<file path="src/rtl/derot_pkg.sv">
package derot_pkg;
  // Fraction bits of the coefficient format (Q1.14).
  localparam int unsigned COEF_FRAC_DEF = 14;

  // Shadow register selector.
  typedef enum logic {
    SEL_COS = 1'b0,
    SEL_SIN = 1'b1
  } coef_sel_e;
endpackage

</file>
<file path="src/rtl/derot_coef_bank.sv">
// Shadow/active coefficient pair. Writes hit the shadow; commit moves both at once.
module derot_coef_bank
  import derot_pkg::*;
#(
  parameter int unsigned COEF_W = 16,
  parameter int unsigned FRAC   = 14
) (
  input  logic                     clk,
  input  logic                     rst_n,
  input  logic                     wr_en,
  input  logic                     wr_sel,
  input  logic signed [COEF_W-1:0] wr_data,
  input  logic                     commit,
  output logic signed [COEF_W-1:0] shadow_c,
  output logic signed [COEF_W-1:0] shadow_d,
  output logic signed [COEF_W-1:0] act_c,
  output logic signed [COEF_W-1:0] act_d
);
  localparam logic signed [COEF_W-1:0] UNITY = COEF_W'(1) << FRAC;

  logic signed [COEF_W-1:0] shadow_c_d, shadow_d_d, act_c_d, act_d_d;

  always_comb begin
    shadow_c_d = shadow_c;
    shadow_d_d = shadow_d;
    act_c_d    = act_c;
    act_d_d    = act_d;
    if (wr_en) begin
      if (coef_sel_e'(wr_sel) == SEL_COS) shadow_c_d = wr_data;
      else                                shadow_d_d = wr_data;
    end
    if (commit) begin
      act_c_d = shadow_c;
      act_d_d = shadow_d;
    end
  end

  always_ff @(posedge clk or negedge rst_n) begin
    if (!rst_n) begin
      shadow_c <= UNITY;
      shadow_d <= '0;
      act_c    <= UNITY;
      act_d    <= '0;
    end else begin
      shadow_c <= shadow_c_d;
      shadow_d <= shadow_d_d;
      act_c    <= act_c_d;
      act_d    <= act_d_d;
    end
  end
endmodule

</file>
<file path="src/rtl/derot_mult_stage.sv">
// Stage 1 captures sample and active pair; stage 2 registers the four products.
module derot_mult_stage #(
  parameter int unsigned DATA_W = 16,
  parameter int unsigned COEF_W = 16,
  localparam int unsigned PROD_W = DATA_W + COEF_W
) (
  input  logic                     clk,
  input  logic                     rst_n,
  input  logic                     in_valid,
  input  logic signed [DATA_W-1:0] in_a,
  input  logic signed [DATA_W-1:0] in_b,
  input  logic signed [COEF_W-1:0] coef_c,
  input  logic signed [COEF_W-1:0] coef_d,
  output logic                     prod_valid,
  output logic signed [PROD_W-1:0] prod [4]
);
  localparam int unsigned NPROD = 4;

  logic                     s1_valid;
  logic signed [DATA_W-1:0] s1_a, s1_b;
  logic signed [COEF_W-1:0] s1_c, s1_d;

  logic signed [DATA_W-1:0] op_x [NPROD];
  logic signed [COEF_W-1:0] op_y [NPROD];
  logic signed [PROD_W-1:0] prod_d [NPROD];

  // Stage 1 registers, loaded only on an accepted sample.
  always_ff @(posedge clk or negedge rst_n) begin
    if (!rst_n) begin
      s1_valid <= 1'b0;
      s1_a     <= '0;
      s1_b     <= '0;
      s1_c     <= '0;
      s1_d     <= '0;
    end else begin
      s1_valid <= in_valid;
      if (in_valid) begin
        s1_a <= in_a;
        s1_b <= in_b;
        s1_c <= coef_c;
        s1_d <= coef_d;
      end
    end
  end

  // Product order: 0 = A*C, 1 = B*D, 2 = B*C, 3 = A*D.
  always_comb begin
    op_x[0] = s1_a; op_y[0] = s1_c;
    op_x[1] = s1_b; op_y[1] = s1_d;
    op_x[2] = s1_b; op_y[2] = s1_c;
    op_x[3] = s1_a; op_y[3] = s1_d;
  end

  always_ff @(posedge clk or negedge rst_n) begin
    if (!rst_n) prod_valid <= 1'b0;
    else        prod_valid <= s1_valid;
  end

  for (genvar k = 0; k < NPROD; k++) begin : g_mul
    always_comb prod_d[k] = PROD_W'(op_x[k]) * PROD_W'(op_y[k]);

    always_ff @(posedge clk or negedge rst_n) begin
      if (!rst_n)        prod[k] <= '0;
      else if (s1_valid) prod[k] <= prod_d[k];
    end
  end
endmodule

</file>
<file path="src/rtl/derot_round_sat.sv">
// Round half up by FRAC bits, then clamp to OUT_W signed.
module derot_round_sat #(
  parameter int unsigned IN_W  = 33,
  parameter int unsigned OUT_W = 16,
  parameter int unsigned FRAC  = 14
) (
  input  logic signed [IN_W-1:0]  din,
  output logic signed [OUT_W-1:0] dout
);
  localparam int unsigned EXT_W = IN_W + 1;
  localparam logic signed [EXT_W-1:0] HALF = EXT_W'(1) << (FRAC - 1);
  localparam logic signed [EXT_W-1:0] MAXV = (EXT_W'(1) << (OUT_W - 1)) - EXT_W'(1);
  localparam logic signed [EXT_W-1:0] MINV = ~MAXV;

  logic signed [EXT_W-1:0] biased, shifted;

  always_comb begin
    biased  = EXT_W'(din) + HALF;
    shifted = biased >>> FRAC;
    if (shifted > MAXV)      dout = {1'b0, {(OUT_W-1){1'b1}}};
    else if (shifted < MINV) dout = {1'b1, {(OUT_W-1){1'b0}}};
    else                     dout = shifted[OUT_W-1:0];
  end
endmodule

</file>
<file path="src/rtl/cplx_derotator.sv">
// Conjugate-multiply derotator, 3-cycle latency.
module cplx_derotator
  import derot_pkg::*;
#(
  parameter int unsigned DATA_W = 16,
  parameter int unsigned COEF_W = 16
) (
  input  logic                     clk,
  input  logic                     rst_n,
  input  logic                     coef_wr_en,
  input  logic                     coef_wr_sel,
  input  logic signed [COEF_W-1:0] coef_wr_data,
  input  logic                     coef_commit,
  input  logic                     in_valid,
  input  logic signed [DATA_W-1:0] in_re,
  input  logic signed [DATA_W-1:0] in_im,
  output logic                     out_valid,
  output logic signed [DATA_W-1:0] out_re,
  output logic signed [DATA_W-1:0] out_im
);
  localparam int unsigned FRAC   = COEF_FRAC_DEF;
  localparam int unsigned PROD_W = DATA_W + COEF_W;
  localparam int unsigned SUM_W  = PROD_W + 1;
  localparam int unsigned NLANE  = 2;

  logic signed [COEF_W-1:0] shadow_c, shadow_d, act_c, act_d;
  logic                     prod_valid;
  logic signed [PROD_W-1:0] prod [4];
  logic signed [SUM_W-1:0]  lane_sum [NLANE];
  logic signed [DATA_W-1:0] lane_q   [NLANE];
  logic signed [DATA_W-1:0] out_re_d, out_im_d;

  derot_coef_bank #(.COEF_W(COEF_W), .FRAC(FRAC)) u_bank (
    .clk      (clk),
    .rst_n    (rst_n),
    .wr_en    (coef_wr_en),
    .wr_sel   (coef_wr_sel),
    .wr_data  (coef_wr_data),
    .commit   (coef_commit),
    .shadow_c (shadow_c),
    .shadow_d (shadow_d),
    .act_c    (act_c),
    .act_d    (act_d)
  );

  derot_mult_stage #(.DATA_W(DATA_W), .COEF_W(COEF_W)) u_mult (
    .clk        (clk),
    .rst_n      (rst_n),
    .in_valid   (in_valid),
    .in_a       (in_re),
    .in_b       (in_im),
    .coef_c     (act_c),
    .coef_d     (act_d),
    .prod_valid (prod_valid),
    .prod       (prod)
  );

  // Lane 0: A*C + B*D, lane 1: B*C - A*D.
  always_comb begin
    lane_sum[0] = SUM_W'(prod[0]) + SUM_W'(prod[1]);
    lane_sum[1] = SUM_W'(prod[2]) - SUM_W'(prod[3]);
  end

  for (genvar l = 0; l < NLANE; l++) begin : g_lane
    derot_round_sat #(.IN_W(SUM_W), .OUT_W(DATA_W), .FRAC(FRAC)) u_rs (
      .din  (lane_sum[l]),
      .dout (lane_q[l])
    );
  end

  always_comb begin
    out_re_d = prod_valid ? lane_q[0] : out_re;
    out_im_d = prod_valid ? lane_q[1] : out_im;
  end

  always_ff @(posedge clk or negedge rst_n) begin
    if (!rst_n) begin
      out_valid <= 1'b0;
      out_re    <= '0;
      out_im    <= '0;
    end else begin
      out_valid <= prod_valid;
      out_re    <= out_re_d;
      out_im    <= out_im_d;
    end
  end
endmodule

</file>
<file path="config.mk">
export PLATFORM = sky130hd
export DESIGN_NAME = cplx_derotator
export DESIGN_NICKNAME = d
export VERILOG_FILES = /design/src/rtl/derot_pkg.sv /design/src/rtl/derot_coef_bank.sv /design/src/rtl/derot_mult_stage.sv /design/src/rtl/derot_round_sat.sv /design/src/rtl/cplx_derotator.sv
export SDC_FILE = /design/constraint.sdc
export NUM_CORES = 2
export LEC_CHECK = 0
export BUFFER_PORTS_ARGS = -buffer_cell sky130_fd_sc_hd__buf_2
export CORE_ASPECT_RATIO = 0.6
export CORE_MARGIN = 2
export CORE_UTILIZATION = 53
export DETAILED_ROUTE_END_ITERATION = 7
export PLACE_DENSITY_LB_ADDON = 0.05
export SLEW_MARGIN = 30
export SYNTH_ARGS = -nofsm -noshare
export SYNTH_HDL_FRONTEND = slang
export SYNTH_SLANG_ARGS = --single-unit
</file>
<file path="constraint.sdc">
create_clock -name clk -period 7.9 [get_ports clk]
set_input_delay 1.58 -clock clk [delete_from_list [all_inputs] [get_ports clk]]
set_output_delay 1.58 -clock clk [all_outputs]
set_load 0.1 [all_outputs]
</file>
==> impl_metrics.json <==
{
  "hold_path.startpoint": "u_bank.act_d[15]$_DFFE_PN0P_",
  "synth.distinct_cells": 77,
  "die_w_um": 412,
  "cts_buffer_depth": 3,
  "synth_seq_area_share_pct": 13.8,
  "synth-main-ff-cell": "dfrtp_1",
  "start_util_pct": 53.6,
  "final_common_cell": "inv_1",
  "rsz0062_at_grt": "no",
  "async_reset_ff_share_pct": 100,
  "antenna_found_initial": 1,
  "drt_iter0_drc": 2495,
  "rows": 89,
  "period_share_pct": 95.2,
  "report.final.setup_viol": 0,
  "worst_slew_pin_slew_ns": 1.01,
  "clkTransAtPathRegs_ns": 0.07,
  "yosysWarnings": 0,
  "grt_pass1_vias": 38700,
  "crit_type": "register to register",
  "cts_tree": "built",
  "dp.final_hpwl_um": 113000,
  "critPathLaunchType": "register",
  "avgSynthCellArea_um2": 9.80,
  "h-tree-depth": 2,
  "syn_to_final_growth_pct": 7.29,
  "holdPathStages": 2,
  "skew_ns": 0.0387,
  "fmax_ghz": 0.133,
  "dieArea_mm2": 0.102,
  "ff2ff_path_depth": 24,
  "wl_per_cell_um": 20.5,
  "fill_cells": 8834,
  "status": "finished, final reports clean",
  "slew_violations": 0,
  "r2r-start": "u_mult.s1_a[5]$_DFFE_PN0P_",
  "io_buffers": 86,
  "ioPinCount": 87,
  "layout-drive-gt1-share_pct": 10.0,
  "grt_overflow": 0,
  "drv_cap": 0,
  "synth_area_mm2": 0.0528,
  "core-area_mm2": 0.0986,
  "hold_path_class": "register to register",
  "timing.final.crit_period_ns": 7.52,
  "worst_ep_arrival_time_ns": 8.01,
  "maxSlewHeadroom_pct": 32.5,
  "final_cells": 6786,
  "syn-num-nets": 6944,
  "regArea_mm2": 0.00730,
  "via_per_inst": 5.27,
  "final_cell_mix": "inv_1 (1211), fa_1 (1048), nand2_1 (549), and2_1 (507), ha_1 (452)",
  "multiInputGateArea_mm2": 0.0401,
  "finalSetupTns_ns": 0,
  "fp.dieH_um": 249,
  "diodes": 0,
  "hold_viol": 0,
  "placedCellCount": 6720,
  "postCtsSetupBuffers": 0,
  "cp_max_fo": 15,
  "final_antenna_net_count": 0,
  "end_kind": "register",
  "cts_hold_buf": 0,
  "reg2reg_to": "u_mult.prod[126]$_DFFE_PN0P_",
  "via_count": 35700,
  "cp.required_ns": 8.38,
  "regToRegSetupSlack_ns": 0.38,
  "ys_ff_latch": 291,
  "wirelength_um": 139000,
  "drtPass1Iterations": 7,
  "layout.nets": 6993,
  "cts.sinks": 291,
  "worstSkewPairLatency_ns": 0.61,
  "netlist_instances": 5390,
  "cts_root_buf": "clkbuf_16",
  "numCtsBuffers": 36,
  "drcViolationCount": 0,
  "synth_edf_count": 0,
  "ctsResizeCount": 0,
  "gp_congestion": 0.908,
  "grt_pass1_wl_um": 230000,
  "grt_use_total_pct": 29.3,
  "min_to": "u_mult.s1_d[15]$_DFFE_PN0P_",
  "grt_start_max_net_pins": 96
}
worst max-delay path by stage:
| stage | from | endpoint | slack [ns] | depth (start not counted) |
|---|---|---|---|---|
| after floorplan | u_mult.s1_b[15]$_DFFE_PN0P_ | u_mult.prod[95]$_DFFE_PN0P_ | 1.57 | 22 |
| final | u_mult.s1_a[5]$_DFFE_PN0P_ | u_mult.prod[126]$_DFFE_PN0P_ | 0.38 | 24 |
| after global placement | u_mult.s1_d[3]$_DFFE_PN0P_ | u_mult.prod[31]$_DFFE_PN0P_ | 0.51 | 23 |
| after CTS | u_mult.s1_c[2]$_DFFE_PN0P_ | u_mult.prod[126]$_DFFE_PN0P_ | 0.58 | 23 |
| after global routing | u_mult.s1_c[2]$_DFFE_PN0P_ | u_mult.prod[126]$_DFFE_PN0P_ | 0.12 | 23 |
| after detailed placement | u_mult.s1_c[2]$_DFFE_PN0P_ | u_mult.prod[126]$_DFFE_PN0P_ | 0.59 | 23 |
worst max-delay path: stages (launching register included):
cell	delay (ns)
dfrtp_1	0.95
buf_4	0.31
and2_1	0.26
fa_1	0.44
inv_1	0.08
fa_1	0.43
fa_1	0.42
fa_1	0.49
inv_1	0.06
fa_1	0.52
inv_1	0.04
fa_1	0.47
inv_1	0.04
ha_1	0.38
nand4_1	0.12
a21oi_1	0.41
o21ai_0	0.25
a31oi_1	0.29
buf_4	0.20
a21oi_1	0.12
o31ai_1	0.42
a211oi_1	0.16
o21bai_1	0.18
xor2_1	0.08
mux2_2	0.26
cells in the mapped netlist, drive strengths merged (27+ instances only):
cell type | count | share of area (%)
a21o | 68 | 0.97
a21oi | 125 | 1.2
and2 | 507 | 6.0
clkbuf | 224 | 1.6
dfrtp | 289 | 14
fa | 1048 | 40
ha | 452 | 11
inv | 1211 | 8.6
mux2 | 205 | 4.4
nand2 | 551 | 3.9
nand2b | 36 | 0.43
nand3 | 27 | 0.26
nor2 | 106 | 0.75
nor3 | 27 | 0.26
o21ai | 94 | 0.90
xnor2 | 125 | 2.1
xor2 | 47 | 0.78
cells by family (layout without fill, tap and decap cells):
| family | after synthesis | after routing | synth area share, % |
|---|---|---|---|
| compound gates | 426 | 426 | 5.34 |
| xor+xnor | 172 | 172 | 2.85 |
| fa+ha+maj | 1501 | 1501 | 50.5 |
| buf+inv | 1447 | 1524 | 10.3 |
| flops | 291 | 291 | 13.8 |
| mux | 215 | 215 | 4.56 |
| simple gates | 1338 | 1338 | 12.7 |
area by class of cell:
class / count / share of cell area, %
Sequential cell: 291 / 12.9
Tap cell: 1319 / 2.91
Timing Repair Buffer: 246 / 3.19
Multi-Input combinational cell: 3652 / 70.8
Inverter: 1212 / 8.03
Clock inverter: 23 / 0.539
Clock buffer: 43 / 1.69
registers in the layout, summed over array words and instances (netlist names), 16 cells and up:
register and count:
u_mult.prod 128, out_im 16, out_re 16, u_bank.act_c 16, u_bank.act_d 16, u_bank.shadow_c 16, u_bank.shadow_d 16, u_mult.s1_a 16
u_mult.s1_b 16, u_mult.s1_c 16, u_mult.s1_d 16
stage by stage:
step	worst slack [ns]	utilization, %	cell area (µm²)	hold WS [ns]
2_1_floorplan	1.57	-	52800	0.352
5_1_grt	0.117	57.5	56700	0.510
4_1_cts	0.579	57.5	56700	0.487
3_3_place_gp	0.507	56.2	55400	0.467
3_5_place_dp	0.591	56.2	55400	0.473
6_report	0.377	57.5	56700	0.484
metal layers:
metal,vias to the layer above,GRT usage (%),part of all wire (%)
met4,2,5.43,2.1
li1,16400,-,-
met1,18200,47.2,50
met3,106,6.75,8.3
met2,1068,39.9,39
met5,-,0,0.010
Power is left out: the tool's default activity adds up to more than one toggle a clock period on the data nets, which glitch-free logic cannot reach.
